--- src/rtl/eth_rxf_pkg.sv ---
package eth_rxf_pkg;

    localparam logic [7:0] PRE_BYTE   = 8'h55;
    localparam logic [7:0] SFD_BYTE   = 8'hD5;
    localparam int         ADDR_BYTES = 6;
    localparam logic [31:0] CRC_POLY  = 32'hEDB88320;
    localparam logic [31:0] CRC_RESID = 32'hDEBB20E3;

    typedef enum logic [2:0] {
        ST_IDLE,
        ST_PRE,
        ST_ADDR,
        ST_DATA,
        ST_DROP
    } rxf_state_e;

    typedef enum logic [1:0] {
        DC_OTHER = 2'd0,
        DC_UNI   = 2'd1,
        DC_BCAST = 2'd2,
        DC_MCAST = 2'd3
    } dest_class_e;

endpackage

--- src/rtl/eth_rxf_crc32.sv ---
module eth_rxf_crc32
    import eth_rxf_pkg::*;
(
    input  logic       clk,
    input  logic       rst_n,
    input  logic       init,
    input  logic       en,
    input  logic [7:0] data,
    output logic       crc_ok
);

    logic [31:0] crc_q;
    logic [31:0] crc_next;

    always_comb begin
        crc_next = crc_q;
        for (int i = 0; i < 8; i++) begin
            if (crc_next[0] ^ data[i])
                crc_next = {1'b0, crc_next[31:1]} ^ CRC_POLY;
            else
                crc_next = {1'b0, crc_next[31:1]};
        end
    end

    always_ff @(posedge clk) begin
        if (!rst_n)
            crc_q <= '1;
        else if (init)
            crc_q <= '1;
        else if (en)
            crc_q <= crc_next;
    end

    assign crc_ok = (crc_q == CRC_RESID);

endmodule

--- src/rtl/eth_rxf_classify.sv ---
module eth_rxf_classify
    import eth_rxf_pkg::*;
(
    input  logic [47:0]  dst,
    input  logic [47:0]  stn,
    input  logic         en_uni,
    input  logic         en_bc,
    input  logic         en_mc,
    input  logic         en_all,
    output logic         pass,
    output dest_class_e  cls
);

    logic [ADDR_BYTES-1:0] byte_eq;
    logic [ADDR_BYTES-1:0] byte_ones;

    for (genvar k = 0; k < ADDR_BYTES; k++) begin : g_byte
        assign byte_eq[k]   = (dst[8*k +: 8] == stn[8*k +: 8]);
        assign byte_ones[k] = (dst[8*k +: 8] == 8'hFF);
    end

    logic is_uni, is_bc, is_mc;

    assign is_uni = &byte_eq;
    assign is_bc  = &byte_ones;
    assign is_mc  = dst[0] && !is_bc;

    always_comb begin
        if (is_bc)
            cls = DC_BCAST;
        else if (is_mc)
            cls = DC_MCAST;
        else if (is_uni)
            cls = DC_UNI;
        else
            cls = DC_OTHER;
    end

    assign pass = en_all
                | (is_uni & en_uni)
                | (is_bc  & en_bc)
                | (is_mc  & en_mc);

endmodule

--- src/rtl/eth_rx_filter.sv ---
module eth_rx_filter
    import eth_rxf_pkg::*;
#(
    parameter int AW      = 10,
    parameter int LW      = 11,
    parameter int MIN_LEN = 64
) (
    input  logic          clk,
    input  logic          rst_n,
    input  logic          rx_active,
    input  logic          rx_valid,
    input  logic [7:0]    rx_data,
    input  logic [47:0]   stn_addr,
    input  logic          acc_unicast,
    input  logic          acc_bcast,
    input  logic          acc_mcast,
    input  logic          acc_all,
    input  logic          evt_on_crc_err,
    output logic          buf_we,
    output logic [AW-1:0] buf_addr,
    output logic [7:0]    buf_wdata,
    output logic [AW-1:0] buf_head,
    output logic          stat_valid,
    output logic [LW-1:0] stat_len,
    output logic          stat_crc_err,
    output logic          stat_runt,
    output logic [1:0]    stat_reason,
    output logic          frame_evt
);

    localparam logic [LW-1:0] ADDR_LAST = LW'(ADDR_BYTES - 1);
    localparam logic [LW-1:0] RUNT_LIM  = LW'(MIN_LEN);
    localparam logic [LW-1:0] LEN_MAX   = '1;

    rxf_state_e    state_q, state_d;
    logic [LW-1:0] len_q;
    logic [AW-1:0] cur_q;
    logic [AW-1:0] head_q;
    logic [47:0]   dst_q;
    dest_class_e   cls_q;

    logic          byte_in;
    logic          is_sfd, is_pre;
    logic          hunting;
    logic          storing;
    logic          last_addr;
    logic          sfd_hit;
    logic          report;
    logic [47:0]   dst_full;
    logic          flt_pass;
    dest_class_e   flt_cls;
    logic          crc_ok;

    assign byte_in   = rx_active && rx_valid;
    assign is_sfd    = (rx_data == SFD_BYTE);
    assign is_pre    = (rx_data == PRE_BYTE);
    assign hunting   = (state_q == ST_IDLE) || (state_q == ST_PRE);
    assign storing   = (state_q == ST_ADDR) || (state_q == ST_DATA);
    assign last_addr = (state_q == ST_ADDR) && byte_in && (len_q == ADDR_LAST);
    assign sfd_hit   = hunting && byte_in && is_sfd;
    assign report    = (state_q == ST_DATA) && !rx_active;
    assign dst_full  = {rx_data, dst_q[47:8]};

    eth_rxf_classify u_cls (
        .dst    (dst_full),
        .stn    (stn_addr),
        .en_uni (acc_unicast),
        .en_bc  (acc_bcast),
        .en_mc  (acc_mcast),
        .en_all (acc_all),
        .pass   (flt_pass),
        .cls    (flt_cls)
    );

    eth_rxf_crc32 u_crc (
        .clk    (clk),
        .rst_n  (rst_n),
        .init   (sfd_hit),
        .en     (storing && byte_in),
        .data   (rx_data),
        .crc_ok (crc_ok)
    );

    // state register
    always_ff @(posedge clk) begin
        if (!rst_n)
            state_q <= ST_IDLE;
        else
            state_q <= state_d;
    end

    // next-state logic
    always_comb begin
        state_d = state_q;
        unique case (state_q)
            ST_IDLE: begin
                if (byte_in) begin
                    if (is_sfd)      state_d = ST_ADDR;
                    else if (is_pre) state_d = ST_PRE;
                    else             state_d = ST_DROP;
                end
            end
            ST_PRE: begin
                if (!rx_active)        state_d = ST_IDLE;
                else if (byte_in) begin
                    if (is_sfd)       state_d = ST_ADDR;
                    else if (!is_pre) state_d = ST_DROP;
                end
            end
            ST_ADDR: begin
                if (!rx_active)     state_d = ST_IDLE;
                else if (last_addr) state_d = flt_pass ? ST_DATA : ST_DROP;
            end
            ST_DATA: begin
                if (!rx_active) state_d = ST_IDLE;
            end
            ST_DROP: begin
                if (!rx_active) state_d = ST_IDLE;
            end
            default: state_d = ST_IDLE;
        endcase
    end

    // datapath and outputs
    always_ff @(posedge clk) begin
        if (!rst_n) begin
            len_q        <= '0;
            cur_q        <= '0;
            head_q       <= '0;
            dst_q        <= '0;
            cls_q        <= DC_OTHER;
            buf_we       <= 1'b0;
            buf_addr     <= '0;
            buf_wdata    <= '0;
            stat_valid   <= 1'b0;
            stat_len     <= '0;
            stat_crc_err <= 1'b0;
            stat_runt    <= 1'b0;
            stat_reason  <= '0;
            frame_evt    <= 1'b0;
        end else begin
            buf_we     <= 1'b0;
            stat_valid <= 1'b0;
            frame_evt  <= 1'b0;

            if (sfd_hit) begin
                len_q <= '0;
                cur_q <= head_q;
            end

            if (storing && byte_in) begin
                buf_we    <= 1'b1;
                buf_addr  <= cur_q;
                buf_wdata <= rx_data;
                cur_q     <= cur_q + 1'b1;
                if (len_q != LEN_MAX)
                    len_q <= len_q + 1'b1;
                if (state_q == ST_ADDR)
                    dst_q <= dst_full;
            end

            if (last_addr)
                cls_q <= flt_cls;

            if (report) begin
                stat_valid   <= 1'b1;
                stat_len     <= len_q;
                stat_crc_err <= !crc_ok;
                stat_runt    <= (len_q < RUNT_LIM);
                stat_reason  <= cls_q;
                frame_evt    <= crc_ok || evt_on_crc_err;
                head_q       <= cur_q;
            end
        end
    end

    assign buf_head = head_q;

endmodule

--- config.mk ---
export PLATFORM = sky130hd
export DESIGN_NAME = eth_rx_filter
export DESIGN_NICKNAME = d
export VERILOG_FILES = /design/src/rtl/eth_rxf_pkg.sv /design/src/rtl/eth_rxf_crc32.sv /design/src/rtl/eth_rxf_classify.sv /design/src/rtl/eth_rx_filter.sv
export SDC_FILE = /design/constraint.sdc
export NUM_CORES = 1
export LEC_CHECK = 0
export ABC_AREA = 1
export CORE_MARGIN = 2
export CORE_UTILIZATION = 60
export DETAILED_ROUTE_END_ITERATION = 10
export DONT_BUFFER_PORTS = 1
export PLACE_DENSITY_LB_ADDON = 0.2
export SETUP_SLACK_MARGIN = 0.15
export SLEW_MARGIN = 0
export SYNTH_ARGS = -nofsm -noshare
export SYNTH_HDL_FRONTEND = slang
export SYNTH_SLANG_ARGS = --single-unit
--- constraint.sdc ---
create_clock -name clk -period 4.1 [get_ports clk]
set_input_delay 0.82 -clock clk [delete_from_list [all_inputs] [get_ports clk]]
set_output_delay 0.82 -clock clk [all_outputs]
set_load 0.1 [all_outputs]
==> metrics.txt, run 1 <==
status=completed; commonest non-fill, non-tap cell in the layout=nand2_1; largest cells by area after synthesis=dfxtp_1 38%, nand2_1 11%, o21ai_0 7.5%; Setup Crit Path Kind=in -> reg; fin crit share=60.3%; 1st-iter DRT viols=568; P_leak=3.38 nW; post-synthesis simple-gate area fraction=22.9%; Post-Syn Area per Cell=7.02 µm²; gr ovfl total=0; Synth Net Count=1135; Layout fillers=1026; CTS sink cnt=144; Routed WL=18500 µm; Post-CTS Hold Buffers=0; count of final setup violators=0; DRC viols=0; Initial Util=61.9%; total CTS buffers=17; post-synthesis xor/xnor area fraction=9.59%; main combinational cell family by area after synthesis=simple AND/OR/NAND/NOR gates; Critical Path Sink=len_q[6]$_SDFF_PN0_; initial antenna violation count=0; Final Critical Period=2470 ps; worst r2r path cells=7; synth warn=0; largest net degree at the start of global routing=91; per-cell routed wire length=15.1 µm; htree depth=4; FF-to-FF End=len_q[6]$_SDFF_PN0_; FF+latch count, synth=144; Critical R2R Launch=state_q[2]$_SDFFE_PN0P_; Die Wd=116 µm; post-CTS sizing=0; RSZ-0062 raised after global routing=no; Post-Layout Cell Count=1229; IO buf count=0; FF+latch area=2880 µm²; Total Routing Usage GR=28.6%; relative slew slack=29.5%; HP Class=reg -> reg; Worst-Skew Late Latency=430 ps; distinct cell type count after synthesis=43; post-CTS setup buffer count=0; Slew Viols, Final=0; area of the multi-input gates=3910 µm²; post-synthesis compound-gate area fraction=19.0%; Crit path arrival time=2790 ps; TritonRoute pass-1 iters=5; total number of vias=6699; Final #Nets=1116; Final ANT Viol Nets=0; first-pass GRT wire length=30100 µm; worst hold path cell count=2; Final Hold Fails=0; Cells after Synth=1067; worst IR drop on VDD=0.000367 V; Die H=116 µm; Pwr Density=402 nW/µm²; maxcap violations=0; number of cell rows=40; Final Total Pwr=3.29 mW; Netlist Area Pre-Place=7490 µm²; via/cell ratio=5.45; Yosys top cell by area=dfxtp_1; Critical Path End Type=flip-flop; GP Congestion=0.874; post-placement cell count=1197; Post-Synth Adder-Cell Area=0.501%; post-synthesis mux area share=0%; I/O pins=111; design area=8180 µm²; clk root buf=clkbuf_16; placed cell areas=7540 µm²; fraction of layout cells with a size suffix above 1=7.45%; setup_tns=0 ps; R2R setup slack=1640 ps; worst clock skew=9.44 ps; deepest clock path buffer count=2; sequential area share after synthesis=38.5%; Yosys top cell area share=38.5%; area growth from synthesis to layout=9.15%; CTS tree=done; Critical Path Start Type=input pin; DIE AREA=13400 µm²; worst-path fanout max=59; Core ar.=12100 µm²; Post-DP HPWL=12900 µm; Worst setup startpoint=rx_valid; Antenna Cells=0; FMAX=404 MHz; vias in the first global route=6308; most frequent cells in the layout=224 x nand2_1, 144 x dfxtp_1, 125 x inv_1; Worst Tran Pin Value=1060 ps; WP data required=4420 ps; Worst-path clk slew=60 ps
-- how the worst min path moves through the flow --
stage                                            start                            to  slack [ps]
after global routing             cls_q[0]$_SDFFE_PN0P_         cls_q[0]$_SDFFE_PN0P_         480
final                            cls_q[0]$_SDFFE_PN0P_         cls_q[0]$_SDFFE_PN0P_         470
after floorplan           u_crc.crc_q[15]$_SDFFE_PP1P_  u_crc.crc_q[15]$_SDFFE_PP1P_         440
after global placement    u_crc.crc_q[15]$_SDFFE_PP1P_  u_crc.crc_q[15]$_SDFFE_PP1P_         450
after detailed placement  u_crc.crc_q[24]$_SDFFE_PP1P_  u_crc.crc_q[24]$_SDFFE_PP1P_         460
after CTS                 u_crc.crc_q[24]$_SDFFE_PP1P_  u_crc.crc_q[24]$_SDFFE_PP1P_         470
-- Yosys cell counts, drive strengths merged --
master / instances
xnor2: 34
nand4: 9
a211oi: 9
a2111oi: 1
o221ai: 3
a221oi: 3
a31oi: 5
ha: 3
or2: 11
nand3b: 1
o21ai: 117
nor2: 100
buf: 9
nor3: 16
a21boi: 1
clkbuf: 33
inv: 135
nand3: 32
nor4: 5
nand2: 234
dfxtp: 144
a22oi: 2
xor2: 39
a21oi: 107
a41oi: 1
o211ai: 12
o22ai: 1
-- cell type report --
| class | instances | area share (%) |
|---|---|---|
| multi-input combinational | 746 | 47.8 |
| clock inverter | 12 | 2.22 |
| tap | 168 | 2.57 |
| inverter | 135 | 6.20 |
| timing repair buffer | 4 | 0.367 |
| clock buffer | 20 | 5.58 |
| sequential | 144 | 35.3 |
-- kinds of logic after synthesis --
family          count (synthesis)
compound gates                262
xor+xnor                       73
fa+ha+maj                       3
buf+inv                       177
flops                         144
simple gates                  408
-- where the power goes --
| part | total, mW | switching (mW) | internal [mW] |
|---|---|---|---|
| sequential | 1.41 | 0.00456 | 1.40 |
| combinational | 0.217 | 0.132 | 0.0846 |
| clock | 1.67 | 0.613 | 1.05 |
| total | 3.29 | 0.751 | 2.54 |
-- per-layer routing --
| layer | GRT usage, % | wire (µm) | vias to the layer above | share of wire (%) |
|---|---|---|---|---|
| met5 | 0 | 0 | - | 0 |
| met4 | 12.0 | 492 | 0 | 2.7 |
| met3 | 8.47 | 1450 | 41 | 7.8 |
| met2 | 46.4 | 8520 | 223 | 46 |
| met1 | 35.5 | 8060 | 3010 | 44 |
| li1 | - | - | 3425 | - |
-- state kept, by name, summed over array words and instances, names as in the netlist --
name / count
buf_addr: 10
stat_len: 11
cur_q: 10
dst_q: 40
buf_head: 10
len_q: 11
u_crc.crc_q: 32
stat_reason: 2
buf_wdata: 8
stat_valid: 1
buf_we: 1
state_q: 3
cls_q: 2
frame_evt: 1
stat_runt: 1
stat_crc_err: 1
-- worst max-delay path, cell delays in order --
cell and delay, ps:
nand2_1 60, inv_1 70, nand2_2 100, buf_4 480, inv_2 370, nand2_1 340, inv_1 180, a2111oi_1 350
-- per-stage QoR --
stage	hold WS [ps]	utilization, %	setup WS, ps
after global placement	451	62.3	1230
after detailed placement	456	62.3	1190
final	469	67.5	1630
after CTS	469	67.5	1630
after global routing	483	67.5	1430
after floorplan	438	-	1980
No activity file was read; power rests on OpenSTA's default activity.
==> run 2, diff against run 1 <==
- CORE_UTILIZATION: 60 -> 58
- clock period: 4.1 -> 2.1 ns (I/O delays scaled with it)
==> metrics.txt, run 2 (synthesis gave the netlist of run 1 again) <==
maxcap violations=0 (unchanged); Reg with most FFs=dst_q (unchanged); R2R setup slack=250 ps (was 1640 ps); initial antenna violation count=0 (unchanged); Die H=118 µm (was 116 µm); crit path cell chain=inv_1, nand2_1, nand2_2, inv_2, nand2_1, nand2_2, xor2_1, xnor2_1, xor2_1, o21ai_1 (was nand2_1, inv_1, nand2_2, buf_4, inv_2, nand2_1, inv_1, a2111oi_1); Worst Tran Pin Value=670 ps (was 1060 ps); most frequent cells in the layout=223 x nand2_1, 143 x dfxtp_1, 123 x inv_1 (was 224 x nand2_1, 144 x dfxtp_1, 125 x inv_1); setup_tns=0 ps (unchanged); Post-CTS Hold Buffers=0 (unchanged); P_leak=3.68 nW (was 3.38 nW); largest net degree at the start of global routing=91 (unchanged); via/cell ratio=5.36 (was 5.45); area growth from synthesis to layout=15.9% (was 9.15%); Setup Crit Path Kind=reg -> reg (was in -> reg); Worst setup startpoint=u_crc.crc_q[2]$_SDFFE_PP1P_ (was rx_valid); GP Congestion=0.882 (was 0.874); area of the multi-input gates=3960 µm² (was 3910 µm²); slowest stage delay, CP=330 ps (was 480 ps); FF+latch area=2880 µm² (about the same); Crit path arrival time=2150 ps (was 2790 ps); Critical Path Sink=u_crc.crc_q[19]$_SDFFE_PP1P_ (was len_q[6]$_SDFF_PN0_); DIE AREA=13800 µm² (was 13400 µm²); RSZ-0062 raised after global routing=yes (was no); Antenna Cells=0 (unchanged); Critical Path End Type=flip-flop (unchanged); I/O pins=111 (unchanged); FMAX=540 MHz; Routed WL=19300 µm (was 18500 µm); number of flip-flops in the largest register=40 (unchanged); Total Routing Usage GR=27.9% (was 28.6%); gr ovfl total=0 (unchanged); worst r2r path cells=10 (was 7); fraction of layout cells with a size suffix above 1=13.0% (was 7.45%); worst clock skew=6.26 ps (was 9.44 ps); IO buf count=0 (unchanged); CP delay by family, top=XOR/XNOR gates (was buffers and inverters); Final Critical Period=1850 ps; DRC viols=0 (unchanged); Worst-Skew Late Latency=430 ps (about the same); fin crit share=88.2%; CTS sink cnt=144 (unchanged); clk root buf=clkbuf_16 (unchanged); FF-to-FF End=u_crc.crc_q[19]$_SDFFE_PP1P_ (was len_q[6]$_SDFF_PN0_); Final Hold Fails=0 (unchanged); 1st-iter DRT viols=545 (was 568); Die Wd=118 µm (was 116 µm); number of cell rows=41 (was 40); htree depth=4 (unchanged); Core ar.=12600 µm² (was 12100 µm²); vias in the first global route=6366 (was 6308); final core occ=68.8% (was 67.5%); Initial Util=59.4% (was 61.9%); commonest non-fill, non-tap cell in the layout=nand2_1 (unchanged); Post-DP HPWL=13400 µm (was 12900 µm); Pwr Density=742 nW/µm² (was 402 nW/µm²); status=completed (unchanged); relative slew slack=55.1% (was 29.5%); top flop regs=dst_q x40, u_crc.crc_q x32 (unchanged); worst-path fanout max=6 (was 59); Critical R2R Launch=u_crc.crc_q[2]$_SDFFE_PP1P_ (was state_q[2]$_SDFFE_PN0P_); total CTS buffers=17 (unchanged); Slew Viols, Final=0 (unchanged); total number of vias=6910 (was 6699); HP Class=in -> reg (was reg -> reg); TritonRoute pass-1 iters=5 (unchanged); per-cell routed wire length=15.0 µm (was 15.1 µm); slowest library cell on the worst path=dfxtp_1 (was buf_4); placed cell areas=7980 µm² (was 7540 µm²); design area=8680 µm² (was 8180 µm²); Layout fillers=1097 (was 1026); worst IR drop on VDD=0.000586 V (was 0.000367 V); Critical Path Start Type=flip-flop (was input pin); WP data required=2400 ps (was 4420 ps); deepest clock path buffer count=2 (unchanged); Final #Nets=1172 (was 1116); count of final setup violators=0 (unchanged); first-pass GRT wire length=31300 µm (was 30100 µm); CP Depth=10 (was 8); CP Buf/Inv Count=2 (was 4); Final ANT Viol Nets=0 (unchanged); Worst-path clk slew=60 ps (about the same); CTS tree=done (unchanged)
-- run 2: cell count changes in the layout (fill, tap and decap cells not counted), sizes merged --
cell and delta:
clkinvlp +1, clkinv -1, buf +56
-- run 2: worst min-delay path by stage --
stage / start / endpoint / slack, ps / depth (start not counted)
finish: rx_data[2] / dst_q[42]$_SDFFE_PN0P_ / 130 / 2
global placement: u_crc.crc_q[15]$_SDFFE_PP1P_ / u_crc.crc_q[15]$_SDFFE_PP1P_ / 450 / 2
global route: rst_n / len_q[5]$_SDFF_PN0_ / 130 / 2
detailed placement: cls_q[0]$_SDFFE_PN0P_ / cls_q[0]$_SDFFE_PN0P_ / 460 / 2
CTS: rst_n / len_q[9]$_SDFF_PN0_ / 100 / 2
floorplan: u_crc.crc_q[15]$_SDFFE_PP1P_ / u_crc.crc_q[15]$_SDFFE_PP1P_ / 440 / 2
-- run 2: metal layers --
metal	global-route usage, %	routed length (µm)	vias to the layer above
li1	-	-	3524
met1	36.0	8540	3158
met3	6.78	1350	24
met2	45.5	9100	204
met5	0	0	-
met4	10.2	311	0
-- run 2: repair_timing --
| action | CTS | global route |
|---|---|---|
| resized for setup | 0 | 12 |
| buffers inserted | 0 | 2 |
| setup endpoints to repair | 0 | 21 |
-- run 2: layout make-up --
cell class	instances	area share [%]
clock buffer	20	5.26
clock inverter	12	2.09
inverter	135	5.88
multi-input combinational	746	45.6
sequential	144	33.2
tap	172	2.48
timing repair buffer	60	5.47
-- run 2: through the flow --
step                power (mW)  hold WS (ps)  worst slack (ps)  std cells
floorplan                 3.17           438               380       1067
global route              6.63           134               113       1289
finish                    6.44           133               249       1289
detailed placement        3.22           461               115       1255
global placement          3.22           452               167       1255
CTS                       6.46          97.7               158       1287
-- run 2: worst reg2reg max path, cell delays in order (launching register included) --
cell and delay (ps):
dfxtp_1 330, inv_1 80, nand2_1 90, nand2_2 150
inv_2 150, nand2_1 70, nand2_2 160, xor2_1 290
xnor2_1 190, xor2_1 160, o21ai_1 60
-- run 2: power by group --
part	total (mW)	internal, mW	switching (mW)
sequential	2.75	2.74	0.00874
clock	3.26	2.06	1.21
combinational	0.434	0.173	0.261
total	6.44	4.97	1.48
